File: src/rtl/dmac_pkg.sv
package dmac_pkg;
    typedef enum logic {
        ST_EMPTY = 1'b0,
        ST_HOLD  = 1'b1
    } dmac_state_e;
endpackage

File: src/rtl/dmac_halfmul.sv
module dmac_halfmul #(
    parameter int HW = 16
) (
    input  logic [HW-1:0]          x,
    input  logic [HW-1:0]          y,
    output logic signed [2*HW-1:0] p
);
    always_comb begin
        p = $signed(x) * $signed(y);
    end
endmodule

File: src/rtl/dmac_combine.sv
module dmac_combine #(
    parameter int DW = 32
) (
    input  logic signed [DW-1:0]   p1,
    input  logic signed [DW-1:0]   p2,
    input  logic                   sub,
    input  logic [2*DW-1:0]        acc_long,
    input  logic [DW-1:0]          acc_short,
    output logic [2*DW-1:0]        long_sum,
    output logic [DW-1:0]          pair,
    output logic [DW-1:0]          short_sum,
    output logic                   ovf_pair,
    output logic                   ovf_acc
);
    localparam int LW  = 2 * DW;
    localparam int MSB = DW - 1;

    logic [LW-1:0] e1, e2, comb;

    always_comb begin
        // widen each product independently before combining
        e1       = {{DW{p1[MSB]}}, p1};
        e2       = {{DW{p2[MSB]}}, p2};
        comb     = sub ? (e1 - e2) : (e1 + e2);
        long_sum = comb + acc_long;

        pair      = sub ? (p1 - p2) : (p1 + p2);
        ovf_pair  = !sub && (p1[MSB] == p2[MSB]) && (pair[MSB] != p1[MSB]);
        short_sum = pair + acc_short;
        ovf_acc   = (pair[MSB] == acc_short[MSB]) && (short_sum[MSB] != pair[MSB]);
    end
endmodule

File: src/rtl/dmac_top.sv
module dmac_top #(
    parameter int HW = 16
) (
    input  logic              clk,
    input  logic              rst,
    input  logic              in_valid,
    input  logic [2*HW-1:0]   op_a,
    input  logic [2*HW-1:0]   op_b,
    input  logic              swap,
    input  logic              sub,
    input  logic              long_mode,
    input  logic [2*HW-1:0]   acc_hi,
    input  logic [2*HW-1:0]   acc_lo,
    input  logic [2*HW-1:0]   acc_s,
    output logic [2*HW-1:0]   res_hi,
    output logic [2*HW-1:0]   res_lo,
    output logic              q_flag,
    output logic              out_valid
);
    import dmac_pkg::*;

    localparam int DW = 2 * HW;
    localparam int LW = 2 * DW;
    localparam int NPROD = 2;

    dmac_state_e state, state_nxt;

    logic [DW-1:0]        b_sel;
    logic signed [DW-1:0] prod [NPROD];
    logic [LW-1:0]        long_sum;
    logic [DW-1:0]        pair, short_sum;
    logic                 ovf_pair, ovf_acc;

    always_comb begin
        b_sel = swap ? {op_b[HW-1:0], op_b[DW-1:HW]} : op_b;
    end

    for (genvar g = 0; g < NPROD; g++) begin : g_mul
        dmac_halfmul #(.HW(HW)) u_mul (
            .x (op_a[g*HW +: HW]),
            .y (b_sel[g*HW +: HW]),
            .p (prod[g])
        );
    end

    dmac_combine #(.DW(DW)) u_comb (
        .p1        (prod[0]),
        .p2        (prod[1]),
        .sub       (sub),
        .acc_long  ({acc_hi, acc_lo}),
        .acc_short (acc_s),
        .long_sum  (long_sum),
        .pair      (pair),
        .short_sum (short_sum),
        .ovf_pair  (ovf_pair),
        .ovf_acc   (ovf_acc)
    );

    // next-state logic
    always_comb begin
        unique case (state)
            ST_EMPTY: state_nxt = in_valid ? ST_HOLD : ST_EMPTY;
            ST_HOLD:  state_nxt = in_valid ? ST_HOLD : ST_EMPTY;
            default:  state_nxt = ST_EMPTY;
        endcase
    end

    // state and result registers
    always_ff @(posedge clk) begin
        if (rst) begin
            state  <= ST_EMPTY;
            res_hi <= '0;
            res_lo <= '0;
            q_flag <= 1'b0;
        end else begin
            state <= state_nxt;
            if (in_valid) begin
                if (long_mode) begin
                    res_hi <= long_sum[LW-1:DW];
                    res_lo <= long_sum[DW-1:0];
                end else begin
                    res_hi <= '0;
                    res_lo <= short_sum;
                    q_flag <= q_flag | ovf_pair | ovf_acc;
                end
            end
        end
    end

    // outputs
    always_comb begin
        out_valid = (state == ST_HOLD);
    end

    assert_valid_R10: assert property (@(posedge clk) disable iff (rst)
        in_valid |=> out_valid);
    assert_idle_R10: assert property (@(posedge clk) disable iff (rst)
        !in_valid |=> !out_valid);
    assert_hold_R10: assert property (@(posedge clk) disable iff (rst)
        !in_valid |=> ($stable(res_lo) && $stable(res_hi)));
    assert_sticky_R9: assert property (@(posedge clk) disable iff (rst)
        q_flag |=> q_flag);
    assert_longq_R9: assert property (@(posedge clk) disable iff (rst)
        (in_valid && long_mode) |=> $stable(q_flag));
    assert_shorthi_R6: assert property (@(posedge clk) disable iff (rst)
        (in_valid && !long_mode) |=> (res_hi == '0));
    assert_subsafe_R7: assert property (@(posedge clk) disable iff (rst)
        (in_valid && sub) |-> ((prod[0][DW-1] == prod[1][DW-1]) || (pair[DW-1] == prod[0][DW-1])));
    assert_pairq_R7: assert property (@(posedge clk) disable iff (rst)
        (in_valid && !long_mode && ovf_pair) |=> q_flag);
endmodule

File: config.mk
export PLATFORM = sky130hd
export DESIGN_NAME = dmac_top
export DESIGN_NICKNAME = d
export VERILOG_FILES = /design/src/rtl/dmac_pkg.sv /design/src/rtl/dmac_halfmul.sv /design/src/rtl/dmac_combine.sv /design/src/rtl/dmac_top.sv
export SDC_FILE = /design/constraint.sdc
export NUM_CORES = 2
export LEC_CHECK = 0
export ABC_AREA = 1
export BUFFER_PORTS_ARGS = -buffer_cell sky130_fd_sc_hd__buf_2
export CORE_MARGIN = 5
export CORE_UTILIZATION = 25
export CTS_BUF_LIST = sky130_fd_sc_hd__clkbuf_4 sky130_fd_sc_hd__clkbuf_8
export DETAILED_ROUTE_END_ITERATION = 12
export SYNTH_ARGS = -nofsm -noshare
export SYNTH_HDL_FRONTEND = slang
export SYNTH_SLANG_ARGS = --single-unit
File: constraint.sdc
create_clock -name clk -period 18.62 [get_ports clk]
set_input_delay 1.862 -clock clk [delete_from_list [all_inputs] [get_ports clk]]
set_output_delay 1.862 -clock clk [all_outputs]
set_load 0.01 [all_outputs]
# == Word-level counts from Yosys, hierarchy flattened ==
# Cells that the tools add are included.
# totals
in_bits,166
out_inout_bits,66
word_cells,30
register_bits,66
# classes
muxes,6
add_sub_neg,6
n_bitwise,3
n_mul,2
reduce_logical,5
eq_ne,4
# ops
op,n
$mux W32,4
$add A32 B32 Y32,2
$add A64 B64 Y64,1
$mul A16 B16 Y32,2
$mux W64,1
$add A32 B32 Y33,1
$sub A32 B32 Y33,1
$sub A32 B32 Y32,1
$logic_and A1 B1 Y1,3
$eq A1 B1 Y1,2
$ne A1 B1 Y1,2
$or A1 B1 Y1,2
$reduce_and A2 Y1,1
$logic_not A1 Y1,1
$mux W1,1
$not A1 Y1,1

# == Logic depth before layout (Yosys ltp) ==
# depth
depth_word,8
depth_mapped,67
mapped_depth_nobuf,65

# == Cells and area by module ==
# Synthesis repeated with hierarchy kept, for this count alone.
# hier_totals
cells_unflattened,5105
hier_area_um2,33865.0
# modules_own_cells
mod,instances,cells_each,area_each_um2
dmac_halfmul at g_mul[0].u_mul,1,1495,10930.5
dmac_halfmul at g_mul[1].u_mul,1,1461,10759.1
dmac_combine,1,1664,8999.9
dmac_top,1,485,3175.5

# == Worst setup path after synthesis ==
# No wires, ideal clock.
# synth_path
kind,in2reg
startpoint,input port swap
endpoint,register res_hi[24]
setup_slack_ps,6756
required_ps,18550
stages,66
arrival_ps,11793
path_cell_list,buf_6 > inv_2 > clkbuf_1 > nand2_1 > nand2_1 > inv_1 > clkbuf_1 > nand2_1 > fa_1 > inv_1 > fa_1 > inv_1 > fa_1 > inv_1 > fa_1 > fa_1 > inv_1 > fa_1 > [... 30 more ...] > nand2_1 > nand2_1 > inv_1 > ha_1 > a21oi_1 > inv_1 > a31oi_1 > o21a_1 > inv_1 > a21oi_1 > inv_1 > a21oi_1 > o21ai_1 > a21oi_1 > o21bai_1 > a21oi_1 > o21ai_0 > a21oi_1
# synth_between
elab_chain_cells,6
elab_cells_between_ends,8
# synth_rtl
item,line_no,rtl
"start, declared",dmac_top.sv:9,"input logic swap,"
$mux W32 (*),dmac_top.sv:35,"b_sel = swap ? {op_b[HW-1:0], op_b[DW-1:HW]} : op_b;"
$mul A16 B16 Y32,dmac_halfmul.sv:9,p = $signed(x) * $signed(y);
$add A32 B32 Y33 or $sub A32 B32 Y33 (tied branches),dmac_combine.sv:24,comb = sub ? (e1 - e2) : (e1 + e2);
$mux W64 (*),dmac_combine.sv:24,
$add A64 B64 Y64 (*),dmac_combine.sv:25,long_sum = comb + acc_long;
$mux W32 (*),dmac_top.sv:78,if (long_mode) begin
"end signal, assigned",dmac_top.sv:79,res_hi <= long_sum[LW-1:DW];
"end, declared",dmac_top.sv:15,"output logic [2*HW-1:0] res_hi,"
# Mark *: on every way between the ends. The rest lies on a longest branch, timed or not.
# A chain may end at the register's enable or synchronous reset.

# == Worst setup path after layout ==
# Ends and elaborated chain as after synthesis.

==> qor.csv <==
stage;metric;value;unit
run_status;status;finished clean;
drt;DRT iter0 DRCs;1910;
worst_setup_path;CP max stage delay;910;ps
sta;maximum clock frequency;69.2;MHz
drt;average wire per standard cell;17.3;um
drt;total wire length;105;mm
drt;vias per std cell;4.61;
clock_network;Clock Latency Late Sink;380;ps
worst_setup_path;Data arrival, critical path;14770;ps
global_route;first-pass GRT wire length;165;mm
global_route;total gr overflow;0;
floorplan;# rows;128;
drt;drc violations;0;
clock_network;CTS tree;yes;
global_route;Overall Global Routing Usage;0.161;
sta;TNS Setup;0;ps
clock_network;H-tree levels;3;
worst_setup_path;type of origin of the critical path;input pin;
synthesis;Primary FF master, synth;dfxtp_1;
placement;IO buf count;231;
sta;Final Hold Fails;0;
clock_network;CTS Hold Buffers Added;0;
drt;Detail Route Antenna Nets;0;
synthesis;synthesized net count;5246;
placement;GPL Wtd Cong;0.956;
placement;Post-DP HPWL;92.1;mm
finish;layout cells sized above 1;0.0713;
drt;Initial DRT Pass Iterations;8;
sta;Tcrit/Tclk final;0.776;
clock_network;CTS Buffer Depth;2;
sta;Rel. slew slack;0.252;
synthesis;sequential fraction of the synthesis area;0.0434;
sta;Least-Margin Pin Slew;1120;ps
finish;nets@finish;5415;
sta;Final setup viols;0;
global_route;largest net degree at the start of global routing;54;
floorplan;Ports;232;
worst_setup_path;Critical Path Fanout Max;33;
worst_setup_path;CP most frequent cell;nand2_1;
sta;Worst Skew;0;ps
worst_setup_path;category of the worst setup path capture point;register;
worst_setup_path;Worst Path Required;18950;ps
sta;final-report max-slew violation count;0;
worst_setup_path;Crit Path Class;in2reg;
floorplan;Chip Height;359;um
finish;fillers;13600;
clock_network;Post-CTS Setup Repair Bufs;0;
floorplan;die area;0.129;sq mm
worst_setup_path;slowest CP cell;o21ai_1;
global_route;initial antenna violation count;43;
synthesis;Warnings, synthesis;0;
synthesis;asr flop ratio synth;0;
clock_network;CTS Buf Count;9;
synthesis;Mapped Area;0.0305;sq mm
synthesis;library cells used by synthesis;55;
hold_path;Worst Hold Class;reg2reg;
synthesis;EDFF count, synth;0;
synthesis;Syn Inst Count;4261;
clock_network;Clk pin slew, worst setup/hold paths;90;ps
flow_run;max cap viols;0;
clock_network;post-CTS sizing;0;
floorplan;core region area;0.121;sq mm
global_route;vias in the first global route;29000;
sta;RSZ-0062 raised after global routing;no;
drt;routed via count;28000;
sta;Tmin final;14440;ps
clock_network;CTS sink cnt;66;
synthesis;Avg Inst Size Synth;7.15;sq um
floorplan;die width;359;um
finish;Area Growth Syn to Fin;10.9;%
floorplan;starting density of the core;0.251;
clock_network;Root Driver;clkbuf_8;
synthesis;Seq cells post-synth;66;
==> sequential cells by signal, summed over array words and instances (netlist names) <==
signal     cells
res_lo        32
q_flag         1
res_hi        32
out_valid      1
==> per-stage QoR <==
step                      setup slack, ps   util  cells  instance area [sq um]  hold slack, ps
final                                4180  0.278   6087                  33800             451
after detailed placement             3850  0.275   6044                  33400             441
after floorplan                      6760      -   4261                  30500             474
after global placement               3840  0.275   6044                  33400             436
after global routing                 2590  0.278   6079                  33800             480
after CTS                            4210  0.278   6060                  33700             453
==> critical path, delay by kind of cell <==
family | cells | cell delay (ps)
adder cells (fa/ha/maj) | 9 | 3900
buffers and inverters | 13 | 2780
AO/OA/AOI/OAI | 17 | 3450
AND/OR/NAND/NOR | 18 | 2200
XOR/XNOR | 2 | 560
==> layout make-up <==
type,instances,area (sq um),area share
Timing Repair Buffer,247,1280,0.0378
Inverter,1003,3760,0.111
Antenna cell,27,67.6,0.00200
Clock buffer,10,138,0.00407
Sequential cell,66,1320,0.0391
Clock inverter,6,136,0.00404
Multi-Input combinational cell,3103,25000,0.741
Tap cell,1625,2030,0.0602
==> per-layer routing <==
| layer | vias up | track usage | share of wire | wire length (um) |
|---|---|---|---|---|
| met2 | 832 | 0.288 | 0.49 | 51300 |
| met5 | - | 0 | 0.00046 | 48 |
| met4 | 8 | 0.0597 | 0.047 | 4980 |
| li1 | 13400 | - | - | - |
| met1 | 13600 | 0.199 | 0.41 | 43700 |
| met3 | 222 | 0.0184 | 0.052 | 5490 |
==> cells in the mapped netlist (34+ instances only) <==
cell type	n	share of area
ha_1	292	0.12
fa_1	527	0.35
xor2_1	91	0.026
a31oi_1	34	0.0070
o21ai_1	50	0.0082
xnor2_1	46	0.013
clkbuf_1	72	0.0089
nor2_1	456	0.056
nand3_1	90	0.015
nand2_1	840	0.10
a21oi_1	323	0.053
inv_1	977	0.12
o21ai_0	146	0.024
dfxtp_1	66	0.043
==> logic make-up after synthesis <==
group                    after synthesis  share of synthesized area
XOR/XNOR                             137                     0.0394
multiplexers                           1                   0.000329
flip-flops                            66                     0.0434
buffers and inverters               1092                      0.135
AND/OR/NAND/NOR                     1486                      0.196
adder cells (fa/ha/maj)              819                      0.466
AO/OA/AOI/OAI                        660                      0.120
==> final timing paths <==
check                  start    endpoint  slack (ps)  cells after the start
hold reg to reg       q_flag      q_flag         450                      2
hold / removal        q_flag      q_flag         450                      2
setup reg to reg  res_lo[27]  res_lo[27]       17740                      2
setup / recovery        swap  res_hi[24]        4180                     59
==> cells in the final DEF, fill, tap and decap left out, types with 4 or more instances in the layout <==
master	count
nand3b_1	10
a21o_1	13
fa_1	527
a21boi_1	6
nand2_1	840
xor2_1	91
nand2_2	5
nand3_1	90
clkbuf_8	10
a31oi_1	34
nor2_1	456
inv_2	16
dfxtp_1	66
xnor2_1	46
buf_2	231
ha_1	292
nand4_1	22
diode_2	27
o31ai_1	8
a221oi_1	5
o21ai_0	143
a21oi_1	323
inv_1	977
nor4_1	9
o21ai_1	51
nor3_1	25
o211ai_1	25
clkinv_1	10
o221ai_1	4
bufinv_16	4
nor2_2	4
buf_4	16
a211oi_1	6
o21bai_1	10
or2_0	4
or2_2	8
o21a_1	16
Power is not shown: default switching activity piles up to over one toggle a cycle in this logic, so the estimate is an artifact.
